**config.mk**
```make
export PLATFORM = sky130hd
export DESIGN_NAME = irq_dma_ctrl
export DESIGN_NICKNAME = d
export VERILOG_FILES = /design/src/rtl/irq_dma_pkg.sv /design/src/rtl/irq_status_reg.sv /design/src/rtl/irq_cfg_regs.sv /design/src/rtl/irq_vector_enc.sv /design/src/rtl/irq_dma_ctrl.sv
export SDC_FILE = /design/constraint.sdc
export NUM_CORES = 1
export LEC_CHECK = 0
export CORE_ASPECT_RATIO = 1.5
export CORE_MARGIN = 10
export CORE_UTILIZATION = 39
export DETAILED_ROUTE_END_ITERATION = 10
export DONT_BUFFER_PORTS = 1
export GPL_TIMING_DRIVEN = 0
export HOLD_SLACK_MARGIN = 0.08
export PLACE_DENSITY_LB_ADDON = 0.05
export RECOVER_POWER = 50
export REMOVE_ABC_BUFFERS = 1
export SLEW_MARGIN = 5
export SYNTH_ARGS = -nofsm -noshare
export SYNTH_HDL_FRONTEND = slang
export SYNTH_SLANG_ARGS = --single-unit
```
**constraint.sdc**
```tcl
create_clock -name clk -period 2.4 [get_ports clk]
set_clock_uncertainty 0.05 [all_clocks]
set_input_delay 0.48 -clock clk [delete_from_list [all_inputs] [get_ports clk]]
set_output_delay 0.48 -clock clk [all_outputs]
set_load 0.02 [all_outputs]
```
**src/rtl/irq_dma_pkg.sv**
```systemverilog
package irq_dma_pkg;

  typedef enum logic [1:0] {
    SEL_STATUS = 2'd0,
    SEL_MASK   = 2'd1,
    SEL_VECTOR = 2'd2,
    SEL_DMA    = 2'd3
  } reg_sel_e;

  // Code of the lowest set bit: bit index plus one, 0 when nothing is set.
  // Scans from the top so that the last hit is the lowest bit.
  function automatic logic [5:0] lowest_code(input logic [31:0] v);
    logic [5:0] code;
    code = 6'd0;
    for (int i = 31; i >= 0; i--) begin
      if (v[i]) code = 6'(i + 1);
    end
    return code;
  endfunction

  // Expand a vector code back to the one-hot bit it names.
  function automatic logic [31:0] code_to_bit(input logic [5:0] code);
    if (code == 6'd0) return 32'd0;
    return 32'd1 << (code - 6'd1);
  endfunction

endpackage

```
**src/rtl/irq_status_reg.sv**
```systemverilog
module irq_status_reg #(
  parameter int DATA_W = 16
) (
  input  logic              clk,
  input  logic              rst,
  input  logic [DATA_W-1:0] set_i,
  input  logic [DATA_W-1:0] clr_i,
  output logic [DATA_W-1:0] status_d,
  output logic [DATA_W-1:0] status_q
);

  // A set strobe wins over any clear on the same bit.
  always_comb status_d = (status_q & ~clr_i) | set_i;

  always_ff @(posedge clk) begin
    if (rst) status_q <= '0;
    else     status_q <= status_d;
  end

  AST_SET_WINS: assert property (@(posedge clk) disable iff (rst)
    (set_i != '0) |=> ((status_q & $past(set_i)) == $past(set_i)));

endmodule

```
**src/rtl/irq_cfg_regs.sv**
```systemverilog
module irq_cfg_regs #(
  parameter int DATA_W     = 16,
  parameter bit NEW_REV    = 1'b1,
  parameter int RX_RDY_BIT = 3,
  parameter int TX_RDY_BIT = 4,
  parameter int RX_DMA_BIT = 15,
  parameter int TX_DMA_BIT = 7
) (
  input  logic              clk,
  input  logic              rst,
  input  logic              mask_we,
  input  logic              dma_we,
  input  logic [DATA_W-1:0] wdata,
  output logic [DATA_W-1:0] mask_d,
  output logic [DATA_W-1:0] mask_q,
  output logic [DATA_W-1:0] dma_d,
  output logic [DATA_W-1:0] dma_q
);

  localparam int MASK_BITS = NEW_REV ? 6 : 5;
  localparam logic [DATA_W-1:0] MASK_KEEP = DATA_W'((1 << MASK_BITS) - 1);
  localparam logic [DATA_W-1:0] DMA_KEEP  =
    DATA_W'((1 << RX_DMA_BIT) | (1 << TX_DMA_BIT));

  always_comb begin
    mask_d = mask_q;
    dma_d  = dma_q;
    if (mask_we) mask_d = wdata & MASK_KEEP;
    if (dma_we) begin
      dma_d = wdata & DMA_KEEP;
      // Enabling DMA for a direction takes its ready flag off the interrupt.
      if (wdata[RX_DMA_BIT]) mask_d[RX_RDY_BIT] = 1'b0;
      if (wdata[TX_DMA_BIT]) mask_d[TX_RDY_BIT] = 1'b0;
    end
  end

  always_ff @(posedge clk) begin
    if (rst) begin
      mask_q <= '0;
      dma_q  <= '0;
    end else begin
      mask_q <= mask_d;
      dma_q  <= dma_d;
    end
  end

  AST_DMA_SUPPRESS_RX: assert property (@(posedge clk) disable iff (rst)
    (dma_we && !mask_we && wdata[RX_DMA_BIT]) |=> !mask_q[RX_RDY_BIT]);
  AST_DMA_SUPPRESS_TX: assert property (@(posedge clk) disable iff (rst)
    (dma_we && !mask_we && wdata[TX_DMA_BIT]) |=> !mask_q[TX_RDY_BIT]);

endmodule

```
**src/rtl/irq_vector_enc.sv**
```systemverilog
module irq_vector_enc #(
  parameter int DATA_W = 16
) (
  input  logic [DATA_W-1:0] pending,
  output logic [5:0]        code,
  output logic [DATA_W-1:0] hit_bit
);
  import irq_dma_pkg::*;

  // Code from the package scan; the one-hot hit from two's-complement isolation.
  always_comb begin
    code    = lowest_code(32'(pending));
    hit_bit = pending & (~pending + DATA_W'(1));
  end

endmodule

```
**src/rtl/irq_dma_ctrl.sv**
```systemverilog
module irq_dma_ctrl #(
  parameter int DATA_W      = 16,
  parameter bit NEW_REV     = 1'b1,
  parameter int RX_RDY_BIT  = 3,
  parameter int TX_RDY_BIT  = 4,
  parameter int RX_DMA_BIT  = 15,
  parameter int TX_DMA_BIT  = 7,
  parameter int BUSY_BIT    = 12,
  parameter logic [DATA_W-1:0] SW_CLR_MASK = 'h0027
) (
  input  logic              clk,
  input  logic              rst,
  input  logic              reg_wr,
  input  logic              reg_rd,
  input  logic [1:0]        reg_sel,
  input  logic [DATA_W-1:0] reg_wdata,
  output logic [DATA_W-1:0] reg_rdata,
  input  logic [DATA_W-1:0] evt_set,
  input  logic [DATA_W-1:0] hw_clr,
  input  logic              bus_busy,
  output logic              irq_o,
  output logic              rx_dreq_o,
  output logic              tx_dreq_o
);
  import irq_dma_pkg::*;

  reg_sel_e          sel;
  logic              wr_status, wr_mask, wr_dma, rd_vector;
  logic [DATA_W-1:0] status_d, status_q, mask_d, mask_q, dma_d, dma_q;
  logic [DATA_W-1:0] sw_clr, vec_clr, all_clr, pending, vec_hit, status_view;
  logic [5:0]        vec_code;

  always_comb begin
    sel       = reg_sel_e'(reg_sel);
    wr_status = reg_wr && (sel == SEL_STATUS);
    wr_mask   = reg_wr && (sel == SEL_MASK);
    wr_dma    = reg_wr && (sel == SEL_DMA);
    rd_vector = reg_rd && (sel == SEL_VECTOR);
    pending   = status_q & mask_q;
    sw_clr    = wr_status ? (reg_wdata & SW_CLR_MASK) : '0;
    vec_clr   = rd_vector ? vec_hit : '0;
    all_clr   = hw_clr | sw_clr | vec_clr;
    status_view           = status_q;
    status_view[BUSY_BIT] = bus_busy;
  end

  irq_vector_enc #(.DATA_W(DATA_W)) u_vec (
    .pending (pending),
    .code    (vec_code),
    .hit_bit (vec_hit)
  );

  irq_status_reg #(.DATA_W(DATA_W)) u_status (
    .clk      (clk),
    .rst      (rst),
    .set_i    (evt_set),
    .clr_i    (all_clr),
    .status_d (status_d),
    .status_q (status_q)
  );

  irq_cfg_regs #(
    .DATA_W     (DATA_W),
    .NEW_REV    (NEW_REV),
    .RX_RDY_BIT (RX_RDY_BIT),
    .TX_RDY_BIT (TX_RDY_BIT),
    .RX_DMA_BIT (RX_DMA_BIT),
    .TX_DMA_BIT (TX_DMA_BIT)
  ) u_cfg (
    .clk     (clk),
    .rst     (rst),
    .mask_we (wr_mask),
    .dma_we  (wr_dma),
    .wdata   (reg_wdata),
    .mask_d  (mask_d),
    .mask_q  (mask_q),
    .dma_d   (dma_d),
    .dma_q   (dma_q)
  );

  // Request outputs are registered from next state, so they move with the registers.
  always_ff @(posedge clk) begin
    if (rst) begin
      irq_o     <= 1'b0;
      rx_dreq_o <= 1'b0;
      tx_dreq_o <= 1'b0;
    end else begin
      irq_o     <= |(status_d & mask_d);
      rx_dreq_o <= status_d[RX_RDY_BIT] & dma_d[RX_DMA_BIT];
      tx_dreq_o <= status_d[TX_RDY_BIT] & dma_d[TX_DMA_BIT];
    end
  end

  always_ff @(posedge clk) begin
    if (rst) begin
      reg_rdata <= '0;
    end else if (reg_rd) begin
      case (sel)
        SEL_STATUS: reg_rdata <= status_view;
        SEL_MASK:   reg_rdata <= mask_q;
        SEL_VECTOR: reg_rdata <= DATA_W'(vec_code);
        default:    reg_rdata <= dma_q;
      endcase
    end
  end

  AST_IRQ_LEVEL: assert property (@(posedge clk) disable iff (rst)
    irq_o == (|(status_q & mask_q)));
  AST_RX_DREQ_GATE: assert property (@(posedge clk) disable iff (rst)
    rx_dreq_o |-> (dma_q[RX_DMA_BIT] && status_q[RX_RDY_BIT]));
  AST_TX_DREQ_GATE: assert property (@(posedge clk) disable iff (rst)
    tx_dreq_o |-> (dma_q[TX_DMA_BIT] && status_q[TX_RDY_BIT]));
  AST_READY_SW_IMMUNE: assert property (@(posedge clk) disable iff (rst)
    (wr_status && status_q[RX_RDY_BIT] && !hw_clr[RX_RDY_BIT]) |=> status_q[RX_RDY_BIT]);
  AST_VEC_MATCH: assert property (@(posedge clk) disable iff (rst)
    32'(vec_hit) == code_to_bit(vec_code));
  AST_VEC_ACK: assert property (@(posedge clk) disable iff (rst)
    (rd_vector && (vec_hit != '0) && ((evt_set & vec_hit) == '0))
      |=> ((status_q & $past(vec_hit)) == '0));
  AST_RESET_QUIET: assert property (@(posedge clk)
    rst |=> (!irq_o && !rx_dreq_o && !tx_dreq_o && reg_rdata == '0));

endmodule

```
==> key figures <==
Timing
  – Fmax achieved: ~0.44 GHz
  – Fin crit period: roughly 2.3 ns
  – Least-Margin Pin Slew: 0.830 ns
  – Final hold vios: 0
  – Slew headroom: 44.5%
  – Fin crit share: between 90% and 100%
  – Setup Total Neg Slack: 0 ns
  – Final setup viols: 0
  – Fin. max-slew vios: 0
  – Hold Slack: roughly 0.18 ns
  – Unrepaired setup endpoints after global routing: yes

Worst hold path
  – Hold Path Class: in -> reg
  – Hold depth: 1
  – Hold path endpoint: u_status.status_q[2]
  – Worst min-delay path startpoint: rst

Synthesis
  – Yosys reg bits: 53
  – Netlist cell types: 47
  – Ys Warns: 0
  – Top cells by area, synth: dfxtp_1 40%, nor2_1 5.9%, nand2_1 4.6%
  – Avg Inst Size Synth: approximately 8.0 sq um
  – Ys async rst share: 0%
  – Cell taking the most area after synthesis: dfxtp_1
  – Post-synthesis adder-cell area fraction: 0%
  – Post-synth EDFFs: 0
  – Compound-Gate Fraction of Synth Area: around a quarter
  – Post-Syn Area: 0.00268 sq mm
  – Sequential share of the synthesized area: 39.6%
  – Synth Flop Type: dfxtp_1
  – Main combinational cell family by area after synthesis: simple AND/OR/NAND/NOR gates
  – Syn Inst Count: roughly 330
  – Mux cell area share after synthesis: between 7 and 8%
  – XOR/XNOR Fraction of Synth Area: 0%
  – Share of the synthesized area in the top cell type: about two fifths
  – Simple-Gate Fraction of Synth Area: between 20% and 30%

Clocking
  – Clock sinks: 53
  – Clock Latency Late Sink: 0.31 ns
  – CTS Buf Count: 5
  – CTS tree: built
  – H-Tree Depth: 2
  – CTS Buffer Depth: 2
  – Clock root buffer master: clkbuf_8
  – Clk pin slew, worst setup/hold paths: ~0.1 ns

Global route
  – Vias in the first global route: roughly 2,500
  – Total grt overflow: 0
  – First-pass GRT wire length: between 10,000 and 15,000 microns
  – GRT Total Usage: between 10% and 20%
  – Initial antenna violation count: 0
  – Largest net degree at the start of global routing: between 40 and 50

Critical path
  – CP peak stage delay: about 0.38 ns
  – Reg-to-Reg End: irq_o
  – Critical Path Fanout Max: 7
  – FF-to-FF path depth: 7
  – Startpoint class of the critical path: flop
  – R2R Setup Slk: ~0.12 ns
  – Worst EP arrival: between 2 and 2.5 ns
  – CP Depth: 7
  – FF-to-FF Start: u_cfg.mask_q[2]
  – Crit path buf inv count: 0
  – Setup crit end kind: flop
  – Critical path class: reg -> reg
  – Crit-path slowest cell: dfxtp_4
  – Worst path required time: 2.55 ns
  – CP delay by family, top: simple AND/OR/NAND/NOR gates
  – Critical path cell sequence: a22o_4 > or3_4 > nor3b_4 > a211oi_2 > nor4_2 > o2111ai_2 > o2bb2ai_2

Place
  – DP HPWL: 6170 microns
  – RD Place Congestion: between 0.8 and 0.9
  – Placed cell count: about 400
  – IO buf count: 0

Floorplanning
  – Area of the core: approximately 0.0068 sq mm
  – IO Count: 74
  – Die ar.: 0.0107 sq mm
  – Die width: around 90 microns
  – Row count: 37
  – DIE HEIGHT: between 100 and 150 microns
  – Initial Util: between 30% and 40%

Drt
  – 1st-pass router iterations: 4
  – # DRC: 0
  – Routed vias: between 2,000 and 2,500
  – Avg WL per Cell: 20.2 microns
  – DR iter-0 viols: 132
  – Via-to-Cell Ratio: ~5.9
  – Routed Antenna Nets: 0
  – Post-Route WL: between 8000 and 9000 microns

Power
  – Pleak: 0.00112 uW
  – Worst vdd ir: ~260 uV
  – PD cells: ~560 mW/mm^2
  – Overall power consumption: roughly 1600 uW

Final layout
  – Share of layout cells above drive strength 1: a little under an eighth
  – Synth-to-Final Area Change: 8.68%
  – Core Util, Final: 43.1%
  – Final Non-Filler Cells: between 400 and 500
  – ANT cells: 0
  – Nets: slightly below 400

Run status
  – Status: completed

Run
  – Max cap viols: 0
==> how the worst max path moves through the flow <==
stage | from | to | slack, ns
2_1_floorplan | reg_sel[0] | irq_o | 0.33
3_3_place_gp | reg_sel[1] | irq_o | -0.06
3_5_place_dp | u_cfg.mask_q[4] | irq_o | -0.06
4_1_cts | u_status.status_q[2] | irq_o | 0.03
5_1_grt | u_cfg.mask_q[2] | irq_o | -0.004
6_report | u_cfg.mask_q[2] | irq_o | 0.12
==> repair_timing <==
item,CTS,global route
setup buffers,0,4
hold endpoints to repair,0,0
resized for setup,1,17
setup endpoints to repair,1,1
pin swaps,0,8
hold buffers,0,0
==> synthesized netlist by cell type, types with 2 or more instances <==
| library cell | instances |
|---|---|
| mux2_2 | 9 |
| nand3_1 | 13 |
| inv_1 | 17 |
| a32oi_1 | 2 |
| a311oi_1 | 2 |
| o22ai_1 | 3 |
| a22o_1 | 4 |
| nor4_1 | 2 |
| a22oi_1 | 9 |
| clkbuf_1 | 9 |
| nand4_1 | 3 |
| and2_1 | 10 |
| nor2b_1 | 15 |
| nor3_1 | 9 |
| and3_1 | 3 |
| mux2i_1 | 11 |
| a31oi_1 | 13 |
| a21boi_0 | 2 |
| o31a_1 | 2 |
| o21bai_1 | 2 |
| dfxtp_1 | 53 |
| a21oi_1 | 22 |
| o221ai_1 | 5 |
| nand2_1 | 33 |
| a211oi_1 | 2 |
| buf_2 | 2 |
| buf_1 | 3 |
| nor2_1 | 42 |
| o211ai_1 | 2 |
| nand2b_1 | 2 |
| o21ai_0 | 12 |
==> logic make-up after synthesis <==
kind of cell | after synthesis
multiplexers | 20
buffers and inverters | 31
AO/OA/AOI/OAI | 93
AND/OR/NAND/NOR | 137
flip-flops | 53
==> flip-flops by register name, summed over array words and instances, names as in the netlist <==
signal             flops
rx_dreq_o              1
u_cfg.mask_q          16
u_status.status_q     16
irq_o                  1
u_cfg.dma_q            2
reg_rdata             16
tx_dreq_o              1
==> layout by cell type, fill, tap and decap left out, drive strengths merged, types with 3 or more instances in the layout <==
master	Yosys	layout
a21oi	22	22
a22o	4	4
a22oi	9	9
a31oi	13	13
and2	11	11
and3	3	3
buf	5	4
clkbuf	9	5
dfxtp	53	53
inv	17	17
mux2	9	9
mux2i	11	11
nand2	33	33
nand3	13	13
nand4	3	3
nor2	42	42
nor2b	15	15
nor3	9	9
o21ai	12	12
o221ai	5	5
o22ai	3	3
==> stage by stage <==
stage | setup WS [ns] | instance area (sq um)
after floorplan | 0.334 | 2630
final | 0.117 | 2910
after CTS | 0.0287 | 2820
after global placement | -0.0638 | 2720
after global routing | -0.00410 | 2910
after detailed placement | -0.0598 | 2720
==> layer usage <==
metal / track usage, % / vias to the layer above / wire, microns
met4: 4.90 / 0 / 133
met3: 5.48 / 9 / 675
li1: - / 1197 / -
met1: 17.5 / 1169 / 3210
met2: 27.4 / 58 / 4260
met5: 0 / - / 0
==> cell type report <==
| class | instances | area, sq um |
|---|---|---|
| Clock buffer | 5 | 68.8 |
| Clock inverter | 3 | 17.5 |
| Fill cell | 737 | 3840 |
| Inverter | 17 | 63.8 |
| Multi-Input combinational cell | 250 | 1570 |
| Sequential cell | 53 | 1070 |
| Tap cell | 78 | 97.6 |
| Timing Repair Buffer | 4 | 30.0 |
==> power breakdown <==
group | switching (uW) | total, uW | internal (uW)
clock network | 310 | 513 | 202
registers | 50.8 | 964 | 913
logic | 72.8 | 144 | 70.9
Note: power is estimated with default switching activity, not from simulation.
